--- src/rtl/fi_pkg.sv ---
package fi_pkg;
    localparam int REG_W   = 32;
    localparam int NUM_CLS = 4;
    localparam int RUN_BIT = 31;
    localparam int RST_BIT = 30;
    localparam int unsigned CLS_POS [NUM_CLS] = '{6, 5, 3, 1};

    typedef logic [NUM_CLS-1:0] cls_vec_t;

    typedef struct packed {
        logic     run;
        logic     restart;
        cls_vec_t cls;
    } ctrl_t;

    function automatic logic [REG_W-1:0] ctrl_mask();
        logic [REG_W-1:0] m;
        m = '0;
        m[RUN_BIT] = 1'b1;
        m[RST_BIT] = 1'b1;
        for (int i = 0; i < NUM_CLS; i++) m[CLS_POS[i]] = 1'b1;
        return m;
    endfunction

    localparam logic [REG_W-1:0] CTRL_MASK = ctrl_mask();

    function automatic ctrl_t decode(logic [REG_W-1:0] w);
        ctrl_t c;
        c.run     = w[RUN_BIT];
        c.restart = w[RST_BIT];
        for (int i = 0; i < NUM_CLS; i++) c.cls[i] = w[CLS_POS[i]];
        return c;
    endfunction
endpackage

--- src/rtl/fi_regs.sv ---
module fi_regs
    import fi_pkg::*;
#(
    parameter int W = REG_W
) (
    input  logic         clk,
    input  logic         rst,
    input  logic         wr,
    input  logic         addr,
    input  logic [W-1:0] wdata,
    output logic [W-1:0] rdata,
    output logic [W-1:0] ctrl_q,
    output logic [W-1:0] cdn_q
);
    always_ff @(posedge clk) begin
        if (rst) begin
            ctrl_q <= '0;
            cdn_q  <= '0;
        end else if (wr) begin
            if (addr) cdn_q  <= wdata;
            else      ctrl_q <= wdata & CTRL_MASK;
        end
    end

    assign rdata = addr ? cdn_q : ctrl_q;
endmodule

--- src/rtl/fi_countdown.sv ---
module fi_countdown #(
    parameter int W = 32
) (
    input  logic         clk,
    input  logic         rst,
    input  logic         load,
    input  logic         halt,
    input  logic         restart,
    input  logic [W-1:0] cdn,
    output logic         expire
);
    logic [W-1:0] cnt_q;
    logic         running_q;
    logic         tick_end;

    assign tick_end = running_q && (cnt_q <= W'(1));
    assign expire   = load ? (cdn == '0) : (!halt && tick_end);

    always_ff @(posedge clk) begin
        if (rst) begin
            cnt_q     <= '0;
            running_q <= 1'b0;
        end else if (halt) begin
            running_q <= 1'b0;
        end else if (load) begin
            cnt_q     <= cdn;
            running_q <= (cdn != '0) || restart;
        end else if (tick_end) begin
            if (restart) begin
                cnt_q <= cdn;
            end else begin
                cnt_q     <= '0;
                running_q <= 1'b0;
            end
        end else if (running_q) begin
            cnt_q <= cnt_q - W'(1);
        end
    end
endmodule

--- src/rtl/fi_arm.sv ---
module fi_arm #(
    parameter int N = 4
) (
    input  logic         clk,
    input  logic         rst,
    input  logic         expire,
    input  logic [N-1:0] cls_en,
    input  logic         cancel,
    input  logic [N-1:0] strobe,
    output logic [N-1:0] inject
);
    for (genvar i = 0; i < N; i++) begin : g_cls
        logic pend_q;
        always_ff @(posedge clk) begin
            if (rst || cancel) pend_q <= 1'b0;
            else               pend_q <= (pend_q && !strobe[i]) || (expire && cls_en[i]);
        end
        assign inject[i] = pend_q && strobe[i];
    end
endmodule

--- src/rtl/fault_inject_ctrl.sv ---
module fault_inject_ctrl
    import fi_pkg::*;
(
    input  logic                 clk,
    input  logic                 rst,
    input  logic                 reg_wr,
    input  logic                 reg_addr,
    input  logic [REG_W-1:0]     reg_wdata,
    output logic [REG_W-1:0]     reg_rdata,
    input  logic [NUM_CLS-1:0]   op_elig,
    output logic [NUM_CLS-1:0]   inject
);
    logic [REG_W-1:0] ctrl_q, cdn_q;
    ctrl_t            cur, wnew, eff;
    logic             ctrl_wr, load, halt, expire;

    fi_regs #(.W(REG_W)) u_regs (
        .clk(clk), .rst(rst), .wr(reg_wr), .addr(reg_addr), .wdata(reg_wdata),
        .rdata(reg_rdata), .ctrl_q(ctrl_q), .cdn_q(cdn_q)
    );

    assign cur     = decode(ctrl_q);
    assign wnew    = decode(reg_wdata);
    assign ctrl_wr = reg_wr && !reg_addr;
    assign load    = ctrl_wr && wnew.run;
    assign halt    = ctrl_wr && !wnew.run;
    assign eff     = ctrl_wr ? wnew : cur;

    fi_countdown #(.W(REG_W)) u_cnt (
        .clk(clk), .rst(rst), .load(load), .halt(halt),
        .restart(eff.restart), .cdn(cdn_q), .expire(expire)
    );

    fi_arm #(.N(NUM_CLS)) u_arm (
        .clk(clk), .rst(rst), .expire(expire), .cls_en(eff.cls),
        .cancel(halt), .strobe(op_elig), .inject(inject)
    );
endmodule

--- config.mk ---
export PLATFORM = sky130hd
export DESIGN_NAME = fault_inject_ctrl
export DESIGN_NICKNAME = d
export VERILOG_FILES = /design/src/rtl/fi_pkg.sv /design/src/rtl/fi_regs.sv /design/src/rtl/fi_countdown.sv /design/src/rtl/fi_arm.sv /design/src/rtl/fault_inject_ctrl.sv
export SDC_FILE = /design/constraint.sdc
export NUM_CORES = 1
export LEC_CHECK = 0
export ABC_CLOCK_PERIOD_IN_PS = 4150
export BUFFER_PORTS_ARGS = -buffer_cell sky130_fd_sc_hd__buf_2
export CAP_MARGIN = 15
export CORE_MARGIN = 10
export CORE_UTILIZATION = 50
export DETAILED_ROUTE_END_ITERATION = 8
export GPL_TIMING_DRIVEN = 0
export HOLD_SLACK_MARGIN = 0.15
export PLACE_DENSITY = 0.7
export SYNTH_ARGS = -nofsm -noshare
export SYNTH_HDL_FRONTEND = slang
export SYNTH_SLANG_ARGS = --single-unit
export TNS_END_PERCENT = 5
--- constraint.sdc ---
create_clock -name clk -period 4.15 [get_ports clk]
set_input_delay 0.2075 -clock clk [delete_from_list [all_inputs] [get_ports clk]]
set_output_delay 0.2075 -clock clk [all_outputs]
set_load 0.01 [all_outputs]
==> impl_metrics.tcl, run 1 <==
set metrics [dict create \
    outcome "finished, final reports clean" \
    ant_nets 0 \
    fmax_ghz 0.314 \
    finClkSkew_ns 0.0137 \
    post_cts_resized 0 \
    ctsLongestPathBuffers 2 \
    cp-start-kind "flop" \
    synthAdderAreaFrac 0.00617 \
    synthToLayoutAreaGrowth_pct 26.2 \
    final_core_util 0.656 \
    max-vdd-ir-drop_uv 208 \
    synth.area.mux_share 0.0318 \
    coreArea_sq_mm 0.00781 \
    cts_tree "done" \
    synth_top_family_by_area "simple AND/OR/NAND/NOR gates" \
    synth_top_flop_cell "dfxtp_1" \
    pwr-share-clk 0.314 \
    worstPathRequired_ns 4.45 \
    drv_cap 0 \
    h-tree-depth 3 \
    timing.rr.end "u_cnt.cnt_q[29]" \
    clock_latency_ns 0.36 \
    slew_viol_final 0 \
    critPathCapture "u_cnt.cnt_q[29]" \
    yosys.area_share.simple 0.329 \
    die_height_microns 110 \
    reg2reg_from "u_cnt.cnt_q[4]" \
    avgSynthCellArea_sq_um 7.54 \
    tns_ns 0 \
    syn_inst 538 \
    antenna_found_initial 1 \
    setup.worst_path.class "flop to flop" \
    place.gp.congestion 0.917 \
    syn-cell-area_sq_mm 0.00406 \
    wl_mm 14.5 \
    hold_ws_ns 0.153 \
    holdBufCountCts 34 \
    period_minus_slack_ns 3.19 \
    gr-total-overflow 0 \
    min_path_type "input port to flop" \
    crit_path_cell_trace "nor4_1 > nand4_1 > or2_2 > clkbuf_1 > nor4_1 > a22o_1 > a32o_1" \
    vias_per_cell 5.99 \
    powerDensity_mw_per_mm2 408 \
    comb_power_share 0.294 \
    drt_pass1_iterations 7 \
    ys_warn_count 0 \
    grt_usage 0.241 \
    relSlewSlack 0.406 \
    synth_top_area_share 0.370 \
    seq_area_frac_synth 0.370 \
    port_buffers 74 \
    cellLeakagePower_nw 2.12 \
    cp_slowest_stage_delay_ns 0.69 \
    rsz0062_at_grt "false" \
    path_common_cell "nor4_1" \
    cts_buffers 9 \
    crit_arrival_ns 3.48 \
    synth_compound_area_frac 0.211 \
    slowest_stage "nor4_1" \
    layout-drive-gt1-share 0.174 \
    seqPwrFrac 0.392 \
    cp-startpoint "u_cnt.cnt_q[4]" \
    cts_root_buf "clkbuf_8" \
    grt_start_max_net_pins 15 \
    async_flop_share 0 \
    ff2ff_path_depth 7 \
    grt_first_pass_wirelength_mm 23.5 \
    clk_pin_slew_worst_paths_ns 0.09 \
    fin_crit_sh 0.768 \
    finalHoldViolations 0 \
    dr_total_vias 4579 \
    synth_xor_area_frac 0.00648 \
    fin_nets 699 \
    numClockSinks 75 \
    worst_setup_path_end_kind "flop" \
    switching_share 0.352 \
    p_int_w 0.00135 \
    regToRegSetupSlack_ns 0.96 \
    initial_utilization 0.520 \
    setup_viol 0 \
    synth_edf_count 0 \
    die-area_sq_mm 0.0121 \
    yosysUniqueCellTypes 52 \
    synth-seq-cells 75 \
    post_cts_buffers 0 \
    num_rows 32 \
    synth_nets 580 \
    fp.dieW_microns 110 \
    io_pins 76 \
    synth_area_leaders "dfxtp_1 37%, nand2_1 8.5%, a21oi_1 6.9%" \
    drt-initial-drc-count 363 \
    yosysTopAreaCell "dfxtp_1" \
    dp_hpwl_mm 10.1 \
    grt_pass1_vias 4465 \
    tightestPinTransition_ns 0.879 \
    switchingPower_w 0.000735 \
    drc 0 \
    min-delay-start "op_elig[1]" \
    wire_per_inst_microns 18.9 \
    worst-path-max-fanout 10 \
]
worst min path at each step:
stage / to / slack, ns / depth (start not counted)
3_3_place_gp: u_regs.ctrl_q[31] / 0.45 / 2
6_report: u_arm.g_cls[1].pend_q / 0.15 / 4
2_1_floorplan: u_regs.cdn_q[10] / 0.34 / 2
3_5_place_dp: u_cnt.cnt_q[23] / 0.45 / 2
5_1_grt: u_arm.g_cls[0].pend_q / 0.19 / 4
4_1_cts: u_arm.g_cls[0].pend_q / 0.15 / 4
power by group through the flow:
stage               Combinational [W]  Clock, W  Sequential (W)
CTS                          0.000600  0.000656        0.000816
global placement             0.000563         0        0.000829
global route                 0.000678  0.000681        0.000825
floorplan                    0.000428         0        0.000814
detailed placement           0.000572         0        0.000832
finish                       0.000614  0.000655        0.000819
sequential cells by signal, indices dropped and copies added, names as in the netlist:
name and cells:
u_cnt.cnt_q 32, u_cnt.running_q 1, u_regs.ctrl_q 6, u_arm.g_cls.pend_q 4
u_regs.cdn_q 32
kinds of logic after synthesis:
kind of cell               Yosys count
adders and majority gates            2
buffers and inverters               47
AOI/OAI and AO/OA                  135
and+or+nand+nor                    264
muxes                               12
xor gates and xnor gates             3
DFF                                 75
final cells by class:
type / instances / area [sq um]
multi-input cells: 416 / 2370
repair buffers: 108 / 711
clock buffers: 9 / 124
diodes: 1 / 2.50
fillers: 701 / 2690
flip-flops and latches: 75 / 1500
clock inverters: 7 / 98.8
well taps: 102 / 128
inverters: 10 / 37.5
plain buffers: 37 / 150
synthesized netlist by cell type (7+ instances only):
master and number:
o21ai_0 38, and3_1 14, nor4_1 20, nand3_1 8, a21oi_1 56, inv_1 10, a32o_1 11, mux2_2 7
dfxtp_1 75, or4_1 7, nand2_1 92, nor2_1 38, clkbuf_1 31, nor3_1 23, and2_1 34
critical path, delay by kind of cell (launching register included):
kind	cells	cell delay [ns]
AND/OR/NAND/NOR	4	2.10
flip-flops	1	0.38
AO/OA/AOI/OAI	2	0.40
buffers and inverters	1	0.25
layer usage:
| layer | share of wire | wire, microns | vias up | GRT usage |
|---|---|---|---|---|
| li1 | - | - | 2172 | - |
| met1 | 0.41 | 5980 | 2153 | 0.319 |
| met2 | 0.47 | 6780 | 226 | 0.383 |
| met3 | 0.10 | 1510 | 28 | 0.0580 |
| met4 | 0.015 | 221 | 0 | 0.0688 |
| met5 | 0 | 0 | - | 0 |
placed cells by master, fill, tap and decap left out, drive strengths merged, types with 7 or more instances in the layout:
cell / n
a21oi: 56
a32o: 11
and2: 35
and3: 14
buf: 80
clkbuf: 40
dfxtp: 75
dlygate4sd3: 34
inv: 12
mux2: 7
nand2: 92
nand3: 8
nor2: 38
nor3: 24
nor4: 21
o21ai: 40
or4: 8
metrics by stage:
step | instance area [sq um] | std cells | setup slack, ns | power [W]
after floorplan | 4060 | 538 | 1.57 | 0.00124
after global placement | 4560 | 714 | 1.10 | 0.00139
after detailed placement | 4560 | 714 | 0.986 | 0.00140
after CTS | 5120 | 764 | 0.988 | 0.00207
after global routing | 5120 | 765 | 0.708 | 0.00218
final | 5120 | 765 | 0.965 | 0.00209
(Power assumes the default switching activity.)
==> inputs of run 2 (changes only) <==
--- a/config.mk
+++ b/config.mk
@@ -5,7 +5,7 @@
 export SDC_FILE = /design/constraint.sdc
 export NUM_CORES = 1
 export LEC_CHECK = 0
-export ABC_CLOCK_PERIOD_IN_PS = 4150
+export ABC_CLOCK_PERIOD_IN_PS = 2800
 export BUFFER_PORTS_ARGS = -buffer_cell sky130_fd_sc_hd__buf_2
 export CAP_MARGIN = 15
 export CORE_MARGIN = 10
@@ -13,7 +13,7 @@
 export DETAILED_ROUTE_END_ITERATION = 8
 export GPL_TIMING_DRIVEN = 0
 export HOLD_SLACK_MARGIN = 0.15
-export PLACE_DENSITY = 0.7
+export PLACE_DENSITY = 0.73
 export SYNTH_ARGS = -nofsm -noshare
 export SYNTH_HDL_FRONTEND = slang
 export SYNTH_SLANG_ARGS = --single-unit
==> constraint.sdc (replaced) <==
create_clock -name clk -period 2.8 [get_ports clk]
set_input_delay 0.14 -clock clk [delete_from_list [all_inputs] [get_ports clk]]
set_output_delay 0.14 -clock clk [all_outputs]
set_load 0.01 [all_outputs]
==> run 2 against run 1 <==
  * Critical path depth up 2
  * Power up 47%
  * Global-route usage down 0.96 points
  * Sequential share of layout area down 0.39 points
  * Cell count up 0.52%
  * Sequential power up 48%
  * Die area unchanged
  * Critical endpoint is now u_cnt.cnt_q[26]
  * Largest power group unchanged
==> impl_metrics.tcl, run 2 (synthesis results as in run 1) <==
set metrics [dict create \
    switchingPower_w 0.00105 \
    grt_first_pass_wirelength_mm 22.4 \
    h-tree-depth 3 \
    fp.dieW_microns 110 \
    fmax_ghz 0.373 \
    tightestPinTransition_ns 0.673 \
    grt_start_max_net_pins 14 \
    cp_slowest_stage_delay_ns 0.52 \
    clock_latency_ns 0.36 \
    setup_viol 0 \
    drt_pass1_iterations 6 \
    drt-initial-drc-count 292 \
    diodes 0 \
    p_total_w 0.00308 \
    finalNonFillerCells 769 \
    fin_crit_sh 0.957 \
    wl_mm 13.9 \
    gr-total-overflow 0 \
    max-vdd-ir-drop_uv 290 \
    fin_nets 704 \
    die_height_microns 110 \
    cellLeakagePower_nw 2.15 \
    clk_pin_slew_worst_paths_ns 0.08 \
    hold_ws_ns 0.228 \
    final_cell_area_sq_mm 0.00519 \
    worst_setup_path_end_kind "flop" \
    period_minus_slack_ns 2.68 \
    layout-drive-gt1-share 0.187 \
    seqPwrFrac 0.394 \
    drc 0 \
    cp.buffers_inverters 3 \
    powerDensity_mw_per_mm2 592 \
    finClkSkew_ns 0.00784 \
    place_area_sq_mm 0.00456 \
    place.gp.congestion 0.928 \
    numClockSinks 75 \
    initial_utilization 0.520 \
    cp_top_family "simple AND/OR/NAND/NOR gates" \
    ant_nets 0 \
    cp-start-kind "flop" \
    port_buffers 74 \
    comb_power_share 0.301 \
    rsz0062_at_grt "false" \
    final_cell_mix "92 x nand2_1, 74 x buf_2, 74 x dfxtp_1" \
    reg.largest.list "u_cnt.cnt_q: 32 flops, u_regs.cdn_q: 32 flops, u_regs.ctrl_q: 6 flops" \
    slowest_stage "or4_1" \
    setup.worst_path.class "flop to flop" \
    ctsLongestPathBuffers 2 \
    cts_root_buf "clkbuf_8" \
    p_int_w 0.00202 \
    vias_per_cell 5.92 \
    layout_commonest_cell "nand2_1" \
    cts_buffers 9 \
    worstPathRequired_ns 3.07 \
    io_pins 76 \
    cts_tree "done" \
    dr_total_vias 4551 \
    die-area_sq_mm 0.0121 \
    relSlewSlack 0.551 \
    outcome "finished, final reports clean" \
    finalHoldViolations 0 \
    min_path_type "input port to flop" \
    slew_viol_final 0 \
    crit_arrival_ns 2.95 \
    pwr-share-clk 0.304 \
    place_inst 714 \
    switching_share 0.342 \
    coreArea_sq_mm 0.00781 \
    drv_cap 0 \
    grt_usage 0.232 \
    num_rows 32 \
    worst-path-max-fanout 10 \
    crit_path_cell_trace "or4_1 > clkbuf_2 > or4_4 > o31ai_4 > buf_4 > and2_4 > buf_6 > a211oi_1 > o32ai_2" \
    fill_cells 677 \
    grt_pass1_vias 4418 \
    dp_hpwl_mm 9.71 \
    wire_per_inst_microns 18.0 \
    antenna_found_initial 0 \
    synthToLayoutAreaGrowth_pct 28.0 \
]
run 2: cell type report:
type,count,area (sq um),area share
flip-flops and latches,75,1500,0.289
inverters,10,37.5,0.00723
multi-input cells,416,2390,0.460
repair buffers,113,753,0.145
clock inverters,6,90.1,0.0173
well taps,102,128,0.0246
plain buffers,37,164,0.0316
clock buffers,10,128,0.0246
run 2: worst register-to-register path: cells and delay by family (launching register included):
family	cells	cell delay [ns]
AO/OA/AOI/OAI	3	0.52
AND/OR/NAND/NOR	3	1.19
buffers and inverters	3	0.53
flip-flops	1	0.36
run 2: path summary, 6_finish.rpt:
| path | startpoint | endpoint | cells past startpoint | slack, ns |
|---|---|---|---|---|
| worst min register to register | u_cnt.cnt_q[23] | u_cnt.cnt_q[23] | 2 | 0.47 |
| worst min-delay path | reg_wr | u_regs.cdn_q[6] | 4 | 0.23 |
| worst max register to register | u_cnt.cnt_q[24] | u_cnt.cnt_q[26] | 9 | 0.12 |
| worst max-delay path | u_cnt.cnt_q[24] | u_cnt.cnt_q[26] | 9 | 0.12 |
run 2: timing repair:
item,4_1_cts,5_1_grt
pin swaps,2,1
gates resized for setup,8,6
buffers inserted,1,2
hold endpoints to repair,42,0
cloned,0,0
hold buffers,36,0
setup endpoints to repair,32,25
run 2: metrics by stage:
stage | utilization | worst slack [ns] | TNS [ns]
after floorplan | - | 0.221 | 0
after global placement | 0.583 | -0.230 | -2.49
after detailed placement | 0.583 | -0.262 | -2.51
after CTS | 0.661 | -0.0111 | -0.0111
after global routing | 0.665 | 0.0188 | 0
final | 0.665 | 0.121 | 0
run 2: routing by layer:
metal / global-route usage / part of all wire / wire length [microns] / vias up
met5: 0 / 0 / 0 / -
met4: 0.0725 / 0.017 / 241 / 0
met3: 0.0569 / 0.077 / 1060 / 27
met2: 0.373 / 0.47 / 6500 / 207
met1: 0.300 / 0.44 / 6070 / 2139
li1: - / - / - / 2178
run 2: power groups by stage:
stage	Clock [W]	Combinational, W	Sequential (W)
finish	0.000936	0.000926	0.00121
global route	0.000988	0.00103	0.00122
CTS	0.000942	0.000899	0.00121
detailed placement	0	0.000837	0.00123
global placement	0	0.000825	0.00123
floorplan	0	0.000634	0.00121
